$ cat src/rtl/bef_pkg.sv
// Package: shared constants for the bit-elastic limit monitor.
// Assumes: status bytes are 8 bits wide; bit positions are fixed for the register decoder.
package bef_pkg;
    localparam int STAT_W   = 8;
    localparam int ALARM_BIT = 3;   // near-limit alarm / change flag position
    localparam int ERR_BIT   = 0;   // sticky access error position
endpackage

$ cat src/rtl/bef_ptr.sv
// Module: bef_ptr
// Keeps the write and read pointers, with one extra wrap bit, and derives the held count.
// Refuses a read when the store is empty and a write when it is full with no read.
// Keeps a sticky error flag until a pointer reset.
// Assumes: DEPTH is a power of two; ptr_rst takes priority over both accesses.
module bef_ptr #(
    parameter int DEPTH = 32,
    parameter int AW    = $clog2(DEPTH)
) (
    input  logic          clk,
    input  logic          rst_n,
    input  logic          wr_en,
    input  logic          rd_en,
    input  logic          ptr_rst,
    output logic          wr_go,
    output logic          rd_go,
    output logic [AW-1:0] wr_addr,
    output logic [AW-1:0] rd_addr,
    output logic [AW:0]   occ,
    output logic          err
);
    localparam logic [AW:0] FULL_C = (AW+1)'(DEPTH);
    localparam logic [AW:0] HALF_C = (AW+1)'(DEPTH / 2);

    logic [AW:0] wr_ptr;
    logic [AW:0] rd_ptr;
    logic        under;
    logic        over;

    // Work out the held count and which accesses are accepted this cycle.
    always_comb begin
        occ   = wr_ptr - rd_ptr;
        under = rd_en && (occ == '0);
        over  = wr_en && (occ == FULL_C) && !rd_en;
        rd_go = rd_en && !under && !ptr_rst;
        wr_go = wr_en && !over && !ptr_rst;
    end

    assign wr_addr = wr_ptr[AW-1:0];
    assign rd_addr = rd_ptr[AW-1:0];

    // Advance the pointers, recentre them on a pointer reset, and hold the sticky error.
    always_ff @(posedge clk) begin
        if (!rst_n || ptr_rst) begin
            wr_ptr <= HALF_C;
            rd_ptr <= '0;
            err    <= 1'b0;
        end else begin
            if (wr_go) wr_ptr <= wr_ptr + 1'b1;
            if (rd_go) rd_ptr <= rd_ptr + 1'b1;
            if (under || over) err <= 1'b1;
        end
    end


    no_underflow_chk: assert property (@(posedge clk) disable iff (!rst_n)
        (rd_en && !ptr_rst && occ == '0) |=> ($stable(rd_ptr) && err));

    no_overflow_chk: assert property (@(posedge clk) disable iff (!rst_n)
        (wr_en && !rd_en && !ptr_rst && occ == FULL_C) |=> ($stable(wr_ptr) && err));

    err_sticky_chk: assert property (@(posedge clk) disable iff (!rst_n)
        (err && !ptr_rst) |=> err);

    ptr_recentre_chk: assert property (@(posedge clk) disable iff (!rst_n)
        ptr_rst |=> (occ == HALF_C && !err));

    occ_range_chk: assert property (@(posedge clk) disable iff (!rst_n)
        occ <= FULL_C);
endmodule

$ cat src/rtl/bef_store.sv
// Module: bef_store
// The one-bit-wide storage array with a registered read output.
// Assumes: the pointer logic already refuses illegal accesses. A write and a read to the
// same cell on a full store return the old bit, which is the oldest one held.
module bef_store #(
    parameter int DEPTH = 32,
    parameter int AW    = $clog2(DEPTH)
) (
    input  logic          clk,
    input  logic          rst_n,
    input  logic          wr_go,
    input  logic [AW-1:0] wr_addr,
    input  logic          wr_data,
    input  logic          rd_go,
    input  logic [AW-1:0] rd_addr,
    output logic          rd_data
);
    logic [DEPTH-1:0] cells;

    // Write accepted bits into the array.
    always_ff @(posedge clk) begin
        if (!rst_n) begin
            cells <= '0;
        end else if (wr_go) begin
            cells[wr_addr] <= wr_data;
        end
    end

    // Capture the addressed bit on an accepted read, otherwise hold.
    always_ff @(posedge clk) begin
        if (!rst_n) begin
            rd_data <= 1'b0;
        end else if (rd_go) begin
            rd_data <= cells[rd_addr];
        end
    end


    rd_hold_chk: assert property (@(posedge clk) disable iff (!rst_n)
        !rd_go |=> $stable(rd_data));
endmodule

$ cat src/rtl/bef_limit.sv
// Module: bef_limit
// Compares the held count against the near-limit window in both directions.
// Latches an interrupt flag on any change of the alarm and gates the request pin.
// Assumes: int_ack is a one-cycle clear strobe, and a new change outranks the clear.
module bef_limit #(
    parameter int DEPTH = 32,
    parameter int LIMIT = 2,
    parameter int AW    = $clog2(DEPTH)
) (
    input  logic        clk,
    input  logic        rst_n,
    input  logic [AW:0] occ,
    input  logic        irq_en,
    input  logic        int_ack,
    output logic        alarm,
    output logic        int_flag,
    output logic        irq_n
);
    localparam logic [AW:0] LO_C = (AW+1)'(LIMIT);
    localparam logic [AW:0] HI_C = (AW+1)'(DEPTH - LIMIT);

    logic alarm_d;

    // Live alarm: near empty or near full.
    assign alarm = (occ <= LO_C) || (occ >= HI_C);

    // Remember the alarm and latch the change flag; a change beats an acknowledge.
    always_ff @(posedge clk) begin
        if (!rst_n) begin
            alarm_d  <= 1'b0;
            int_flag <= 1'b0;
        end else begin
            alarm_d <= alarm;
            if (alarm != alarm_d) int_flag <= 1'b1;
            else if (int_ack)     int_flag <= 1'b0;
        end
    end

    // Drive the request pin low while an enabled flag is pending.
    assign irq_n = !(int_flag && irq_en);


    alarm_rise_latch_chk: assert property (@(posedge clk) disable iff (!rst_n)
        $rose(alarm) |=> int_flag);

    alarm_fall_latch_chk: assert property (@(posedge clk) disable iff (!rst_n)
        $fell(alarm) |=> int_flag);

    ack_clear_chk: assert property (@(posedge clk) disable iff (!rst_n)
        (int_ack && $stable(alarm)) |=> !int_flag);

    irq_masked_chk: assert property (@(posedge clk) disable iff (!rst_n)
        !irq_n |-> (int_flag && irq_en));
endmodule

$ cat src/rtl/bit_elastic_limit_mon.sv
// Module: bit_elastic_limit_mon (top)
// A one-bit elastic store with a two-sided pointer-distance alarm, a sticky access error,
// a latched change interrupt and an active-low request.
// Assumes: both clock domains are modelled as one clock with separate enables.
module bit_elastic_limit_mon #(
    parameter int DEPTH = 32,
    parameter int LIMIT = 2
) (
    input  logic       clk,
    input  logic       rst_n,
    input  logic       wr_en,
    input  logic       wr_data,
    input  logic       rd_en,
    output logic       rd_data,
    input  logic       ptr_rst,
    input  logic       irq_en,
    input  logic       int_ack,
    output logic [7:0] alarm_status,
    output logic [7:0] int_status,
    output logic       irq_n
);
    import bef_pkg::*;
    localparam int AW = $clog2(DEPTH);

    logic          wr_go;
    logic          rd_go;
    logic [AW-1:0] wr_addr;
    logic [AW-1:0] rd_addr;
    logic [AW:0]   occ;
    logic          err;
    logic          alarm;
    logic          int_flag;

    bef_ptr #(.DEPTH(DEPTH), .AW(AW)) u_ptr (
        .clk(clk), .rst_n(rst_n), .wr_en(wr_en), .rd_en(rd_en), .ptr_rst(ptr_rst),
        .wr_go(wr_go), .rd_go(rd_go), .wr_addr(wr_addr), .rd_addr(rd_addr),
        .occ(occ), .err(err)
    );

    bef_store #(.DEPTH(DEPTH), .AW(AW)) u_store (
        .clk(clk), .rst_n(rst_n), .wr_go(wr_go), .wr_addr(wr_addr), .wr_data(wr_data),
        .rd_go(rd_go), .rd_addr(rd_addr), .rd_data(rd_data)
    );

    bef_limit #(.DEPTH(DEPTH), .LIMIT(LIMIT), .AW(AW)) u_limit (
        .clk(clk), .rst_n(rst_n), .occ(occ), .irq_en(irq_en), .int_ack(int_ack),
        .alarm(alarm), .int_flag(int_flag), .irq_n(irq_n)
    );

    // Place the live bits at their register positions.
    always_comb begin
        alarm_status            = '0;
        alarm_status[ALARM_BIT] = alarm;
        alarm_status[ERR_BIT]   = err;
        int_status              = '0;
        int_status[ALARM_BIT]   = int_flag;
    end
endmodule

$ cat config.mk
export PLATFORM = sky130hd
export DESIGN_NAME = bit_elastic_limit_mon
export DESIGN_NICKNAME = d
export VERILOG_FILES = /design/src/rtl/bef_pkg.sv /design/src/rtl/bef_ptr.sv /design/src/rtl/bef_store.sv /design/src/rtl/bef_limit.sv /design/src/rtl/bit_elastic_limit_mon.sv
export SDC_FILE = /design/constraint.sdc
export NUM_CORES = 1
export LEC_CHECK = 0
export BUFFER_PORTS_ARGS = -buffer_cell sky130_fd_sc_hd__buf_2
export CAP_MARGIN = 20
export CORE_AREA = 2 2 97 99
export DETAILED_ROUTE_END_ITERATION = 10
export DIE_AREA = 0 0 99 101
export PLACE_DENSITY = 0.57
export SYNTH_ARGS = -nofsm -noshare
export SYNTH_HDL_FRONTEND = slang
export SYNTH_SLANG_ARGS = --single-unit
$ cat constraint.sdc
create_clock -name clk -period 2.93 [get_ports clk]
set_input_delay 0 -clock clk [delete_from_list [all_inputs] [get_ports clk]]
set_output_delay 0 -clock clk [all_outputs]
set_load 0.005 [all_outputs]
# Word level (Yosys, flattened, before mapping)
# Index checks and enable logic that the tools add are counted.
[classes] add_sub_neg=3 n_lt_le_gt_ge=5 n_eq_ne=2 n_mux=7 n_reduce_logical=20
[ops] cell="$bwmux W32" n=1
[ops] cell="$add A6 B1 Y6 const B" n=2
[ops] cell="$lt A5 B6 Y1 const B" n=2
[ops] cell="$logic_and A1 B1 Y1" n=9
[ops] cell="$eq A6 B6 Y1 const B" n=1
[ops] cell="$ge A6 B5 Y1 const B" n=1
[ops] cell="$le A6 B2 Y1 const B" n=1
[ops] cell="$logic_not A1 Y1" n=6
[ops] cell="$logic_not A6 Y1" n=1
[ops] cell="$sub A6 B6 Y6" n=1
[ops] cell="$bmux W1 S5" n=1
[ops] cell="$demux W1 S5" n=1
[ops] cell="$ge A5 B1 Y1 const B" n=1
[ops] cell="$mux W1" n=4
[ops] cell="$logic_or A1 B1 Y1" n=3
[ops] cell="$reduce_bool A2 Y1" n=1
[ops] cell="$ne A1 B1 Y1" n=1
[totals] reg_bits=48 output_inout_bits=18 word_cells=44

# Depth between registers and ports, before layout
[depth] depth_word=7 mapped_depth=11

# By module
# From an unflattened synthesis, not the netlist that was laid out.
[hier_totals] cells_unflattened=386 hier_area_um2=3204.3
[modules_own_cells] mod="bef_store" instances=1 cells_each=226 area_each_um2=1814.2 seq_area_each_um2=660.6
[modules_own_cells] mod="bef_ptr" instances=1 cells_each=128 area_each_um2=1114.8 seq_area_each_um2=260.2
[modules_own_cells] mod="bef_limit" instances=1 cells_each=15 area_each_um2=151.4 seq_area_each_um2=40.0
[modules_own_cells] mod="bit_elastic_limit_mon" instances=1 cells_each=17 area_each_um2=123.9 seq_area_each_um2=0.0

# Worst setup path after synthesis
# OpenSTA, ideal clock, no wires.
[synth_path] kind="reg-to-reg" startpoint="register u_ptr.rd_ptr[1]" endpoint="register u_ptr.rd_ptr[0]" setup_ns=0.128 arrival_time_ns=2.438 required_time_ns=2.802 path_slack_ns=0.364 stages_incl_launch_ff=10 n_path_buf=2 period_less_slack_ns=2.566 cell_sequence="dfxtp_1 > buf_2 > inv_1 > fa_1 > or3_1 > a21o_1 > o41ai_4 > buf_6 > xor2_1 > nor2_1"
[synth_between] elab_chain_cells=6
[synth_lines] item="start: declaration" line_no="bef_ptr.sv:26" text="logic [AW:0] rd_ptr;"
[synth_lines] item="start signal: assignment" line_no="bef_ptr.sv:50" text="if (rd_go) rd_ptr <= rd_ptr + 1'b1;"
[synth_lines] item="$sub A6 B6 Y6" line_no="bef_ptr.sv:32" text="occ = wr_ptr - rd_ptr;"
[synth_lines] item="$logic_not A6 Y1" line_no="bef_ptr.sv:33" text="under = rd_en && (occ == '0);"
[synth_lines] item="$logic_and A1 B1 Y1" line_no="bef_ptr.sv:33"
[synth_lines] item="$logic_not A1 Y1" line_no="bef_ptr.sv:35" text="rd_go = rd_en && !under && !ptr_rst;"
[synth_lines] item="$logic_and A1 B1 Y1 (2 in a row)" line_no="bef_ptr.sv:35"
# No other way between the ends.
# A chain may end at the register's enable or synchronous reset.

# Final worst setup path
[layout_path] startpoint="register u_ptr.wr_ptr[0]" endpoint="register u_ptr.rd_ptr[4]"
[layout_between] elab_chain_cells=6
[layout_lines] item="start: declaration" line_no="bef_ptr.sv:25" text="logic [AW:0] wr_ptr;"
[layout_lines] item="start signal: assignment" line_no="bef_ptr.sv:49" text="if (wr_go) wr_ptr <= wr_ptr + 1'b1;"
[layout_lines] item="$sub A6 B6 Y6" line_no="bef_ptr.sv:32"
[layout_lines] item="$logic_not A6 Y1" line_no="bef_ptr.sv:33"
[layout_lines] item="$logic_and A1 B1 Y1" line_no="bef_ptr.sv:33"
[layout_lines] item="$logic_not A1 Y1" line_no="bef_ptr.sv:35"
[layout_lines] item="$logic_and A1 B1 Y1 (2 in a row)" line_no="bef_ptr.sv:35"
# No other way between the ends.

==> results.md <==
* Status: finished clean
* Hold Path Class: input port to flop
* Worst EP required at 3.11 ns
* Synth Instances at 383
* DR vias/cell at 5.036
* Clk root buf: clkbuf_8
* Initial core utilization at approximately 35%
* Routability Congestion at approximately 0.83
* Register area at 960.9 µm²
* Final min period at 2.791 ns
* Die Height at about 100 µm
* H-tree depth at 2
* 1st-pass router iterations at 4
* Layout cells sized above 1 at 15.17%
* Layout area overhead at 6.349%
* Highest Clock Rate at 0.3583 GHz
* Clock buffer depth at 2
* Skew-Pair Late Insertion Delay at 0.31 ns
* Yosys top cell area share at 30.28%
* Post-synthesis sequential area ratio at 30.28%
* Die ar. at 9999 µm²
* WHS at 0.03261 ns
* Clk slew on worst S/H paths at 0.09 ns
* Final hold viol count at 0
* IO Pins at 26
* Port bufs at 12
* Synthesized flop and latch total at between 40 and 50
* Nets at 408
* Fin area at 3374 µm²
* CORE AREA at 8977 µm²
* Post-synth top flop: dfxtp_1
* Yosys warns at 0
* RSZ-0062 raised after global routing: true
* Overall Global Routing Usage at approximately 15%
* Setup violations, final at 0
* GRT overflow at 0
* Rel. slew slack at a little over two fifths
* Synth top area cells: dfxtp_1 30%, mux2i_1 13%, nand2_1 9.0%
* Post-DP HPWL at roughly 5.2 mm
* Die X at roughly 100 µm
* Vias in the first global route at about 2,400
* Synth unique cells at 56
* Clock buffer count from CTS at 5
* Fill count at between 900 and 1,000
* Actual slew at the worst max-slew pin at 0.8592 ns
* CTS Sinks at 48
* Number of synthesized flops with an enable pin at 0
* Initial antenna violation count at 0
* Mapped Area at 3173 µm²
* Leakage Power at 1.413 nW
* Clk_skew at 0.01159 ns
* Syn Area/Cell at 8.285 µm²
* DR WL/cell at approximately 14 µm
* Drt drc at 0
* Post-route ant nets at 0
* Pins Over Slew Limit at 0
* Setup CP Type: flop to flop
* Routed vias at 2,518
* Number of DRC markers in iteration 0 at 68
* CP Launch Type: flop
* Area leader, netlist: dfxtp_1
* Pin count of the biggest net entering global routing at 38
* First-pass GRT wire length at approximately 12 mm
* DP Area at 3282 µm²
* CTS tree: built
* DRT Wirelength at approximately 7 mm
* Worst VDD drop at 0.1468 mV
* Worst-path fanout max at 10
* Pwr/cell area at 345.7 nW/µm²
* # rows at 35
* Synth top cells by count: 76 x nand2_1, 48 x dfxtp_1, 41 x mux2i_1
* Critical Path Sink Type: flop
* Tcrit/Tclk final at a little over nine tenths
* Most common cell in the netlist: nand2_1
* Ant. Diodes at 0
* Worst Path Arrival at between 2 and 3 ns
* FFs w/ async S/R, synth at 0%
* Area of the multi-input gates at 1976 µm²
* Maxcap violations at 0
worst max-delay path: stages, from the launching register on:
cell	delay [ns]
dfxtp_1	0.34
inv_1	0.14
ha_1	0.18
inv_1	0.06
fa_1	0.46
or3_1	0.44
a21o_1	0.23
o41ai_4	0.41
buf_4	0.23
or3_1	0.11
a21oi_1	0.06
layout make-up:
class                   count  share of cell area, %
repair buffers             26                  4.894
flip-flops and latches     48                  28.48
well taps                 111                  4.116
clock inverters             2                 0.3708
multi-input cells         294                  58.55
inverters                  14                  1.557
clock buffers               5                  2.039
timing repair:
item / 4_1_cts / 5_1_grt
gates resized for setup: 0 / 1
hold buffers: 0 / 0
setup buffers: 0 / 1
endpoints found under the setup margin: 0 / 13
placed cells by master, fill, tap and decap left out, types with 5 or more instances in the layout:
master,instances
nor2b_1,7
nand2_1,76
o21ai_2,8
nand2b_1,6
buf_2,12
buf_4,14
mux4_2,5
o21ai_0,8
or3_1,5
nor2_1,37
clkbuf_8,5
and2_1,5
mux2i_1,41
inv_1,14
ha_1,10
conb_1,13
a21oi_1,7
nand3_1,10
dfxtp_1,48
power breakdown:
| part | internal (mW) | total [mW] | leakage [nW] | switching [mW] |
|---|---|---|---|---|
| clock | 0.162 | 0.395 | 0.0400 | 0.233 |
| sequential | 0.656 | 0.659 | 0.387 | 0.00304 |
| combinational | 0.0387 | 0.112 | 0.986 | 0.0732 |
| total | 0.857 | 1.17 | 1.41 | 0.309 |
state kept, by name, indices dropped and copies added (netlist names):
signal / cells
u_ptr.wr_ptr: 6
u_store.cells: 32
u_limit.alarm_d: 1
u_ptr.rd_ptr: 6
u_ptr.err: 1
u_store.rd_data: 1
u_limit.int_flag: 1
path summary, 6_finish.rpt:
path	slack, ns	cells after the start	startpoint	endpoint
max	0.14	10	u_ptr.wr_ptr[0]	u_ptr.rd_ptr[4]
min	0.03	3	ptr_rst	u_store.rd_data
max reg2reg	0.14	10	u_ptr.wr_ptr[0]	u_ptr.rd_ptr[4]
min reg2reg	0.46	2	u_store.cells[6]	u_store.cells[6]
cell families (layout without fill, tap and decap cells):
family / after synthesis / count (layout) / synth area share [%]
other cells: 1 / 13 / 0.1182
simple gates: 162 / 162 / 23.15
xor+xnor: 4 / 4 / 1.104
flops: 48 / 48 / 30.28
fa+ha+maj: 11 / 11 / 4.574
compound gates: 54 / 54 / 13.88
mux: 50 / 50 / 17.90
buf+inv: 53 / 47 / 8.990
routing by layer:
metal | global-route usage (%) | vias up | share of wire, %
li1 | - | 1292 | -
met1 | 19.29 | 1172 | 47
met2 | 27.08 | 47 | 49
met3 | 1.942 | 7 | 3.2
met4 | 3.899 | 0 | 0.97
met5 | 0 | - | 0
through the flow:
stage | worst slack, ns | setup TNS (ns) | power [mW] | std cells | utilization, %
after CTS | 0.1003 | 0 | 1.178 | 499 | 37.46
after detailed placement | 0.1275 | 0 | 0.7870 | 492 | 36.56
after global placement | 0.1966 | 0 | 0.7862 | 492 | 36.56
after global routing | -0.0002263 | -0.0002263 | 1.220 | 500 | 37.59
final | 0.1394 | 0 | 1.167 | 500 | 37.59
after floorplan | 0.3644 | 0 | 0.7707 | 395 | -
Power figures use the tool's default switching activity.
